## config.mk

```make
export PLATFORM = sky130hd
export DESIGN_NAME = aux_pwm
export DESIGN_NICKNAME = d
export VERILOG_FILES = /design/src/rtl/aux_pwm_pkg.sv /design/src/rtl/aux_pwm_regs.sv /design/src/rtl/aux_pwm_counter.sv /design/src/rtl/aux_pwm_out.sv /design/src/rtl/aux_pwm.sv
export SDC_FILE = /design/constraint.sdc
export NUM_CORES = 1
export LEC_CHECK = 0
export BUFFER_PORTS_ARGS = -buffer_cell sky130_fd_sc_hd__buf_2
export CAP_MARGIN = 20
export CORE_MARGIN = 4
export CORE_UTILIZATION = 55
export DETAILED_ROUTE_END_ITERATION = 12
export PLACE_DENSITY = 0.75
export SYNTH_ARGS = -nofsm -noshare
export SYNTH_HDL_FRONTEND = slang
export SYNTH_SLANG_ARGS = --single-unit
```

## constraint.sdc

```tcl
create_clock -name clk -period 2 [get_ports clk]
set_input_delay 0.3 -clock clk [delete_from_list [all_inputs] [get_ports clk]]
set_output_delay 0.3 -clock clk [all_outputs]
set_load 0.1 [all_outputs]
```

## src/rtl/aux_pwm_pkg.sv

```systemverilog
// Package: shared widths, register offsets and control bit positions for aux_pwm.
// Assumes a byte-addressed register port with one 32-bit word per offset.
package aux_pwm_pkg;
    localparam int DATA_W     = 32;
    localparam int CTRL_W     = 16;
    localparam int ADDR_W     = 5;

    localparam int OFF_CTRL   = 'h00;
    localparam int OFF_PER    = 'h04;
    localparam int OFF_CMP    = 'h08;
    localparam int OFF_PER_SH = 'h0C;
    localparam int OFF_CMP_SH = 'h10;
    localparam int OFF_COUNT  = 'h14;

    localparam int BIT_RUN    = 4;
    localparam int BIT_MODE   = 9;
    localparam int BIT_POL    = 10;
endpackage

```

## src/rtl/aux_pwm_regs.sv

```systemverilog
// Module: register file with live and staged period/compare and control.
// Assumes at most one write per cycle; the wrap pulse comes from the counter.
module aux_pwm_regs
    import aux_pwm_pkg::*;
#(
    parameter int DW = DATA_W,
    parameter int CW = CTRL_W,
    parameter int AW = ADDR_W
) (
    input  logic          clk,
    input  logic          rst_n,
    input  logic          bus_wr,
    input  logic [AW-1:0] bus_addr,
    input  logic [DW-1:0] bus_wdata,
    output logic [DW-1:0] bus_rdata,
    input  logic          wrap,
    input  logic [DW-1:0] count,
    output logic [CW-1:0] ctrl,
    output logic [DW-1:0] per_live,
    output logic [DW-1:0] cmp_live
);
    localparam int PAD_W = DW - CW;

    logic [DW-1:0] per_stage, cmp_stage;
    logic          pending;
    logic          wr_ctrl, wr_per, wr_cmp, wr_per_sh, wr_cmp_sh, wr_live, wr_stage;

    // Decode the single write strobe into per-register enables.
    always_comb begin
        wr_ctrl   = bus_wr && (bus_addr == AW'(OFF_CTRL));
        wr_per    = bus_wr && (bus_addr == AW'(OFF_PER));
        wr_cmp    = bus_wr && (bus_addr == AW'(OFF_CMP));
        wr_per_sh = bus_wr && (bus_addr == AW'(OFF_PER_SH));
        wr_cmp_sh = bus_wr && (bus_addr == AW'(OFF_CMP_SH));
        wr_live   = wr_per || wr_cmp;
        wr_stage  = wr_per_sh || wr_cmp_sh;
    end

    // Control register: plain 16-bit storage.
    always_ff @(posedge clk) begin
        if (!rst_n)       ctrl <= '0;
        else if (wr_ctrl) ctrl <= bus_wdata[CW-1:0];
    end

    // Staged registers: written by software only.
    always_ff @(posedge clk) begin
        if (!rst_n) begin
            per_stage <= '0;
            cmp_stage <= '0;
        end else begin
            if (wr_per_sh) per_stage <= bus_wdata;
            if (wr_cmp_sh) cmp_stage <= bus_wdata;
        end
    end

    // Live registers: direct write wins over a wrap-time transfer.
    always_ff @(posedge clk) begin
        if (!rst_n) begin
            per_live <= '0;
            cmp_live <= '0;
        end else if (wr_live) begin
            if (wr_per) per_live <= bus_wdata;
            if (wr_cmp) cmp_live <= bus_wdata;
        end else if (wrap && pending) begin
            per_live <= per_stage;
            cmp_live <= cmp_stage;
        end
    end

    // Pending flag: set by a staged write, cleared by a transfer or a live write.
    always_ff @(posedge clk) begin
        if (!rst_n)        pending <= 1'b0;
        else if (wr_stage) pending <= 1'b1;
        else if (wr_live)  pending <= 1'b0;
        else if (wrap)     pending <= 1'b0;
    end

    // Read mux: combinational, unmapped offsets return zero.
    always_comb begin
        case (bus_addr)
            AW'(OFF_CTRL):   bus_rdata = {{PAD_W{1'b0}}, ctrl};
            AW'(OFF_PER):    bus_rdata = per_live;
            AW'(OFF_CMP):    bus_rdata = cmp_live;
            AW'(OFF_PER_SH): bus_rdata = per_stage;
            AW'(OFF_CMP_SH): bus_rdata = cmp_stage;
            AW'(OFF_COUNT):  bus_rdata = count;
            default:         bus_rdata = '0;
        endcase
    end

    // a live write leaves nothing pending
    a_r8_live_write_cancels: assert property (@(posedge clk) disable iff (!rst_n)
        wr_live |=> !pending);

    // a staged write away from a wrap keeps the live pair unchanged
    a_r7_stage_holds_live: assert property (@(posedge clk) disable iff (!rst_n)
        (wr_stage && !wrap) |=> ($stable(per_live) && $stable(cmp_live)));

    // at a wrap with a pending transfer the staged pair lands in the live pair
    a_r7_wrap_transfers: assert property (@(posedge clk) disable iff (!rst_n)
        (wrap && pending && !bus_wr) |=>
            (per_live == $past(per_stage) && cmp_live == $past(cmp_stage) && !pending));
endmodule

```

## src/rtl/aux_pwm_counter.sv

```systemverilog
// Module: free-running up-counter with a period wrap and a synchronous stop.
// Assumes the period limit may shrink below the current count at any time.
module aux_pwm_counter #(
    parameter int DW = 32
) (
    input  logic          clk,
    input  logic          rst_n,
    input  logic          run,
    input  logic [DW-1:0] per_live,
    output logic [DW-1:0] count,
    output logic          wrap
);
    // Wrap when the count reaches or passes the limit, so shrinking never strands it.
    always_comb wrap = run && (count >= per_live);

    // Count up, return to zero at the wrap or while stopped.
    always_ff @(posedge clk) begin
        if (!rst_n)    count <= '0;
        else if (!run) count <= '0;
        else if (wrap) count <= '0;
        else           count <= count + 1'b1;
    end

    // the counter returns to zero after a wrap
    a_r2_wrap_to_zero: assert property (@(posedge clk) disable iff (!rst_n)
        wrap |=> (count == '0));

    // below the limit the counter steps by one
    a_r2_step_by_one: assert property (@(posedge clk) disable iff (!rst_n)
        (run && !wrap) |=> (count == $past(count) + 1'b1));

    // a cleared run bit zeroes the counter
    a_r3_stop_zeroes: assert property (@(posedge clk) disable iff (!rst_n)
        !run |=> (count == '0));
endmodule

```

## src/rtl/aux_pwm_out.sv

```systemverilog
// Module: compare, polarity and mode gating into a registered output pin.
// Assumes count and compare come from registers, so the output register is glitch-free.
module aux_pwm_out #(
    parameter int DW = 32
) (
    input  logic          clk,
    input  logic          rst_n,
    input  logic          mode,
    input  logic          pol,
    input  logic [DW-1:0] count,
    input  logic [DW-1:0] cmp_live,
    output logic          pwm_out
);
    logic below;

    // Raw active phase: counter under the compare value.
    always_comb below = (count < cmp_live);

    // Register the gated, polarity-adjusted output.
    always_ff @(posedge clk) begin
        if (!rst_n) pwm_out <= 1'b0;
        else        pwm_out <= mode & (below ^ pol);
    end

    // output mode off forces the pin low
    a_r6_mode_off_low: assert property (@(posedge clk) disable iff (!rst_n)
        !mode |=> !pwm_out);

    // inverted polarity puts the pin low in the compare phase
    a_r5_inverted_low: assert property (@(posedge clk) disable iff (!rst_n)
        (mode && pol && count < cmp_live) |=> !pwm_out);
endmodule

```

## src/rtl/aux_pwm.sv

```systemverilog
// Module: top of the auxiliary PWM generator; wires registers, counter and output stage.
// Assumes a single clock domain and one register write per cycle.
module aux_pwm
    import aux_pwm_pkg::*;
#(
    parameter int DW = DATA_W,
    parameter int CW = CTRL_W,
    parameter int AW = ADDR_W
) (
    input  logic          clk,
    input  logic          rst_n,
    input  logic          bus_wr,
    input  logic [AW-1:0] bus_addr,
    input  logic [DW-1:0] bus_wdata,
    output logic [DW-1:0] bus_rdata,
    output logic          pwm_out
);
    logic [CW-1:0] ctrl;
    logic [DW-1:0] per_live, cmp_live, count;
    logic          wrap;

    aux_pwm_regs #(.DW(DW), .CW(CW), .AW(AW)) u_regs (
        .clk(clk), .rst_n(rst_n),
        .bus_wr(bus_wr), .bus_addr(bus_addr), .bus_wdata(bus_wdata), .bus_rdata(bus_rdata),
        .wrap(wrap), .count(count),
        .ctrl(ctrl), .per_live(per_live), .cmp_live(cmp_live)
    );

    aux_pwm_counter #(.DW(DW)) u_counter (
        .clk(clk), .rst_n(rst_n),
        .run(ctrl[BIT_RUN]), .per_live(per_live),
        .count(count), .wrap(wrap)
    );

    aux_pwm_out #(.DW(DW)) u_out (
        .clk(clk), .rst_n(rst_n),
        .mode(ctrl[BIT_MODE]), .pol(ctrl[BIT_POL]),
        .count(count), .cmp_live(cmp_live),
        .pwm_out(pwm_out)
    );
endmodule

```

==> Flow_metrics.wiki <==
{| class="wikitable"
! Metric !! Value
|-
| Post-detailed-route wirelength per cell || 27.78 µm
|-
| Final weighted congestion in routability-driven placement || 0.9372
|-
| Final worst-path setup slack || -0.6630 ns
|-
| R2r endpoint || u_regs.per_live[0]$_SDFFE_PN0P_
|-
| Remaining design rule violation count || 0
|-
| Clock Root Buffer || sky130_fd_sc_hd__clkbuf_16
|-
| Actual slew at the worst max-slew pin || 0.5884 ns
|-
| Number of distinct library cell variants in the gate-level netlist after synthesis || 52
|-
| Count of flip-flops with a built-in enable after synthesis || 0
|-
| Worst-case clock skew || 0.01250 ns
|-
| Placement Rows || 49
|-
| Via count of the first global-routing pass || 10580
|-
| Number of max-slew violations in the final report || 0
|-
| Residual antenna-violating net count after detailed routing || 0
|-
| Dominant register cell in the synthesized netlist || sky130_fd_sc_hd__dfxtp_1
|-
| Max_cap viols || 0
|-
| Largest cells by area after synthesis || sky130_fd_sc_hd__dfxtp_1 (35%), sky130_fd_sc_hd__nand2_1 (8.2%), sky130_fd_sc_hd__ha_1 (7.8%)
|-
| Share of flip-flops with an asynchronous set or reset after synthesis || 0
|-
| Clock buffer depth || 2
|-
| Final worst path period share || 1.331
|-
| Maximum fanout along the worst path || 8
|-
| Reg2Reg Depth || 11
|-
| CTS tree || built
|-
| Number of iterations in the first detailed-routing pass || 6
|-
| Startpoint-to-endpoint class of the critical path || flip-flop to flip-flop
|-
| Leakage power total || 5.561 nW
|-
| Net Count, Synth || 1344
|-
| Total length of routed wires || 46970 µm
|-
| Count of endpoints failing hold in the final timing report || 0
|-
| Final-stage net count || 1552
|-
| Start of the worst register-to-register path || u_regs.per_live[25]$_SDFFE_PN0P_
|-
| Final core area utilization || 0.8408
|-
| Number of levels in the clock H-tree || 4
|-
| Max Freq || 375.5 MHz
|-
| Post-CTS clock slew at the launch and capture registers of the worst setup and hold paths || 0.08 ns
|-
| Total GRT Usage || 0.3492
|-
| I/O Buffers || 72
|-
| HPWL after DPL || 21680 µm
|-
| Residual overflow from global routing || 0
|-
| Worst IR drop on VDD || 622.1 µV
|-
| Overall die height || 144.6 µm
|-
| Post-synthesis instance area || 10260 µm²
|-
| Average via count per standard cell || 6.969
|-
| Starting utilization of the core area || 0.5656
|-
| Required time worst endpoint || 2.38 ns
|-
| Run status || complete, but fails checks
|-
| Total Die Area || 20910 µm²
|-
| Worst path arrival time || 3.04 ns
|-
| Setup crit end kind || flip-flop
|-
| Number of fill cells || 818
|-
| Area of the core || 18150 µm²
|-
| Global-route wire length before repair || 56750 µm
|-
| Antenna violations before repair || 1
|-
| Number of register bits inferred by synthesis || 178
|-
| Synthesized instance count || 1240
|-
| Overall die width || 144.6 µm
|-
| Maximum number of pins on one net before global-route repair || 47
|-
| Worst hold margin || 0.1013 ns
|-
| Number of hold-repair buffers added at the cts stage || 0
|-
| Yosys warns || 0
|-
| RSZ-0062 raised after global routing || true
|-
| Top-area cell type share of the netlist area || 0.3471
|-
| Initial DRC count || 1749
|-
| Worst Setup Start Kind || flip-flop
|-
| Via count || 11780
|-
| Clock buffers created by TritonCTS || 17
|-
| Violations in the final reports || negative setup slack
|-
| PwrDens || 505.6 nW/µm²
|-
| Clock latency on the worst-skew pair || 0.46 ns
|-
| Worst Setup SP || u_regs.per_live[25]$_SDFFE_PN0P_
|-
| Leading area contributor after synthesis || sky130_fd_sc_hd__dfxtp_1
|-
| CP Capture Point || u_regs.per_live[0]$_SDFFE_PN0P_
|-
| Setup slack of the most critical reg-to-reg path || -0.66 ns
|-
| Finish-stage setup viols || 130
|-
| Class of the tightest hold or removal check || input pin to flip-flop
|-
| Number of sinks on the clock net || 178
|-
| Area delta synth->final || 48.65%
|-
| Number of I/O pins || 73
|-
| Register area share after synthesis || 0.3471
|-
| Share of post-route cells with drive strength above 1 || 0.4066
|-
| Relative slew margins || 0.6048
|-
| Min Clock Period, post-route || 2.663 ns
|-
| Average cell area after synthesis || 8.278 µm²
|}
logic make-up after synthesis:
kind of cell,Yosys count,synth area share
xor gates and xnor gates,31,0.02645
buffers and inverters,146,0.06509
AOI/OAI and AO/OA,357,0.2339
DFF,178,0.3471
adders and majority gates,64,0.07801
and+or+nand+nor,381,0.1665
muxes,83,0.08289
cells in the final DEF (no fill, tap or decap), types with 6 or more instances in the layout:
| cell type | n |
|---|---|
| sky130_fd_sc_hd__dfxtp_1 | 146 |
| sky130_fd_sc_hd__nand2_1 | 218 |
| sky130_fd_sc_hd__inv_2 | 9 |
| sky130_fd_sc_hd__xnor2_1 | 17 |
| sky130_fd_sc_hd__ha_4 | 23 |
| sky130_fd_sc_hd__buf_6 | 12 |
| sky130_fd_sc_hd__nor2_1 | 34 |
| sky130_fd_sc_hd__mux2_2 | 16 |
| sky130_fd_sc_hd__nand3_1 | 14 |
| sky130_fd_sc_hd__o21ai_4 | 20 |
| sky130_fd_sc_hd__clkbuf_16 | 25 |
| sky130_fd_sc_hd__a21oi_1 | 85 |
| sky130_fd_sc_hd__inv_1 | 58 |
| sky130_fd_sc_hd__nand4_1 | 15 |
| sky130_fd_sc_hd__dfxtp_2 | 27 |
| sky130_fd_sc_hd__mux2i_1 | 64 |
| sky130_fd_sc_hd__o221ai_4 | 32 |
| sky130_fd_sc_hd__buf_4 | 145 |
| sky130_fd_sc_hd__buf_2 | 38 |
| sky130_fd_sc_hd__nor2_4 | 17 |
| sky130_fd_sc_hd__and3_1 | 8 |
| sky130_fd_sc_hd__xor2_1 | 12 |
| sky130_fd_sc_hd__buf_12 | 56 |
| sky130_fd_sc_hd__nand2_2 | 6 |
| sky130_fd_sc_hd__a21oi_2 | 67 |
| sky130_fd_sc_hd__nor2_2 | 6 |
| sky130_fd_sc_hd__ha_1 | 41 |
| sky130_fd_sc_hd__o21ai_2 | 35 |
| sky130_fd_sc_hd__o21ai_1 | 15 |
| sky130_fd_sc_hd__and2_1 | 32 |
| sky130_fd_sc_hd__a21boi_0 | 76 |
per-layer routing:
| metal | GRT usage | wire length [µm] | part of all wire | vias to the layer above |
|---|---|---|---|---|
| met5 | 0 | 0 | 0 | - |
| met2 | 0.5769 | 20530 | 0.44 | 1131 |
| met1 | 0.4355 | 15920 | 0.34 | 5443 |
| met3 | 0.07407 | 6216 | 0.13 | 465 |
| met4 | 0.1645 | 4310 | 0.092 | 0 |
| li1 | - | - | - | 4745 |
through the flow:
| step | instances | TNS [ns] | setup slack (ns) | total power, mW | area [µm²] |
|---|---|---|---|---|---|
| 3_5_place_dp | 1623 | -25.61 | -0.3437 | 4.260 | 13090 |
| 2_1_floorplan | 1240 | -11.16 | -0.1624 | 4.019 | 11080 |
| 5_1_grt | 1691 | -59.51 | -0.6631 | 7.838 | 15260 |
| 6_report | 1691 | -58.56 | -0.6630 | 7.714 | 15260 |
| 4_1_cts | 1673 | -26.22 | -0.3351 | 7.465 | 14520 |
| 3_3_place_gp | 1623 | -19.94 | -0.2702 | 4.250 | 13090 |
report_power, final:
part / internal, mW / switching (mW) / leakage (nW) / total (mW)
clock: 1.72 / 1.63 / 0.271 / 3.34
combinational: 0.312 / 0.470 / 3.84 / 0.781
sequential: 3.56 / 0.0256 / 1.45 / 3.59
total: 5.59 / 2.12 / 5.56 / 7.71
area by class of cell:
class / instances / area (µm²) / share of cell area
sequential: 178 / 3616 / 0.2370
clock inverter: 13 / 112.6 / 0.007380
clock buffer: 19 / 432.9 / 0.02837
timing repair buffer: 267 / 2908 / 0.1906
antenna: 1 / 2.502 / 0.0001640
inverter: 68 / 257.7 / 0.01689
tap: 229 / 286.5 / 0.01878
multi-input combinational: 916 / 7642 / 0.5009
sequential cells by signal, indices dropped and copies added, names as in the netlist:
signal / cells
u_regs.cmp_live: 32
u_regs.pending: 1
u_regs.cmp_stage: 32
u_counter.count: 32
u_regs.ctrl: 16
u_regs.per_live: 32
u_out.pwm_out: 1
u_regs.per_stage: 32
synthesized netlist by cell type (2+ instances only):
library cell,n
sky130_fd_sc_hd__o21ai_1,55
sky130_fd_sc_hd__clkbuf_1,46
sky130_fd_sc_hd__nor2_1,57
sky130_fd_sc_hd__nand3b_1,4
sky130_fd_sc_hd__inv_1,68
sky130_fd_sc_hd__buf_6,3
sky130_fd_sc_hd__o221ai_1,32
sky130_fd_sc_hd__nand3_1,17
sky130_fd_sc_hd__nand2_1,224
sky130_fd_sc_hd__a21oi_1,98
sky130_fd_sc_hd__a21o_1,4
sky130_fd_sc_hd__nor4_2,2
sky130_fd_sc_hd__and2_1,33
sky130_fd_sc_hd__o21ai_0,19
sky130_fd_sc_hd__and4_1,2
sky130_fd_sc_hd__nor4_1,3
sky130_fd_sc_hd__mux2_2,16
sky130_fd_sc_hd__buf_4,3
sky130_fd_sc_hd__and3_1,9
sky130_fd_sc_hd__a21boi_1,4
sky130_fd_sc_hd__a21boi_0,76
sky130_fd_sc_hd__nor2b_1,3
sky130_fd_sc_hd__xor2_1,12
sky130_fd_sc_hd__buf_1,5
sky130_fd_sc_hd__buf_8,6
sky130_fd_sc_hd__ha_1,64
sky130_fd_sc_hd__mux2i_1,67
sky130_fd_sc_hd__xnor2_1,19
sky130_fd_sc_hd__buf_2,15
sky130_fd_sc_hd__a21oi_2,56
sky130_fd_sc_hd__nand2b_1,3
sky130_fd_sc_hd__o211ai_4,2
sky130_fd_sc_hd__nor3_1,3
sky130_fd_sc_hd__nand4_1,15
sky130_fd_sc_hd__dfxtp_1,178
critical path: stages (launching register included):
cell and delay, ns:
sky130_fd_sc_hd__dfxtp_2 0.36, sky130_fd_sc_hd__inv_2 0.06, sky130_fd_sc_hd__ha_4 0.26, sky130_fd_sc_hd__nand4_1 0.22
sky130_fd_sc_hd__nor4_4 0.43, sky130_fd_sc_hd__nand2_2 0.14, sky130_fd_sc_hd__a211o_4 0.32, sky130_fd_sc_hd__o211ai_4 0.13
sky130_fd_sc_hd__buf_12 0.21, sky130_fd_sc_hd__clkbuf_16 0.22, sky130_fd_sc_hd__o21ai_4 0.06, sky130_fd_sc_hd__a21oi_2 0.16
how the worst min path moves through the flow:
stage	depth (start not counted)	slack (ns)	startpoint	end
2_1_floorplan	2	0.43	bus_wdata[19]	u_regs.per_stage[19]$_SDFFE_PN0P_
3_3_place_gp	2	0.45	u_regs.ctrl[8]$_SDFFE_PN0P_	u_regs.ctrl[8]$_SDFFE_PN0P_
3_5_place_dp	2	0.46	u_regs.ctrl[6]$_SDFFE_PN0P_	u_regs.ctrl[6]$_SDFFE_PN0P_
4_1_cts	3	0.10	bus_wdata[26]	u_regs.per_stage[26]$_SDFFE_PN0P_
5_1_grt	3	0.11	bus_wdata[19]	u_regs.per_stage[19]$_SDFFE_PN0P_
6_report	3	0.10	bus_wdata[19]	u_regs.per_stage[19]$_SDFFE_PN0P_
timing repair:
action | CTS | global route
resized for setup | 125 | 120
setup endpoints to repair | 97 | 130
pin swaps | 23 | 23
setup buffers | 11 | 10
gates cloned | 7 | 11
Power figures use the tool's default switching activity.
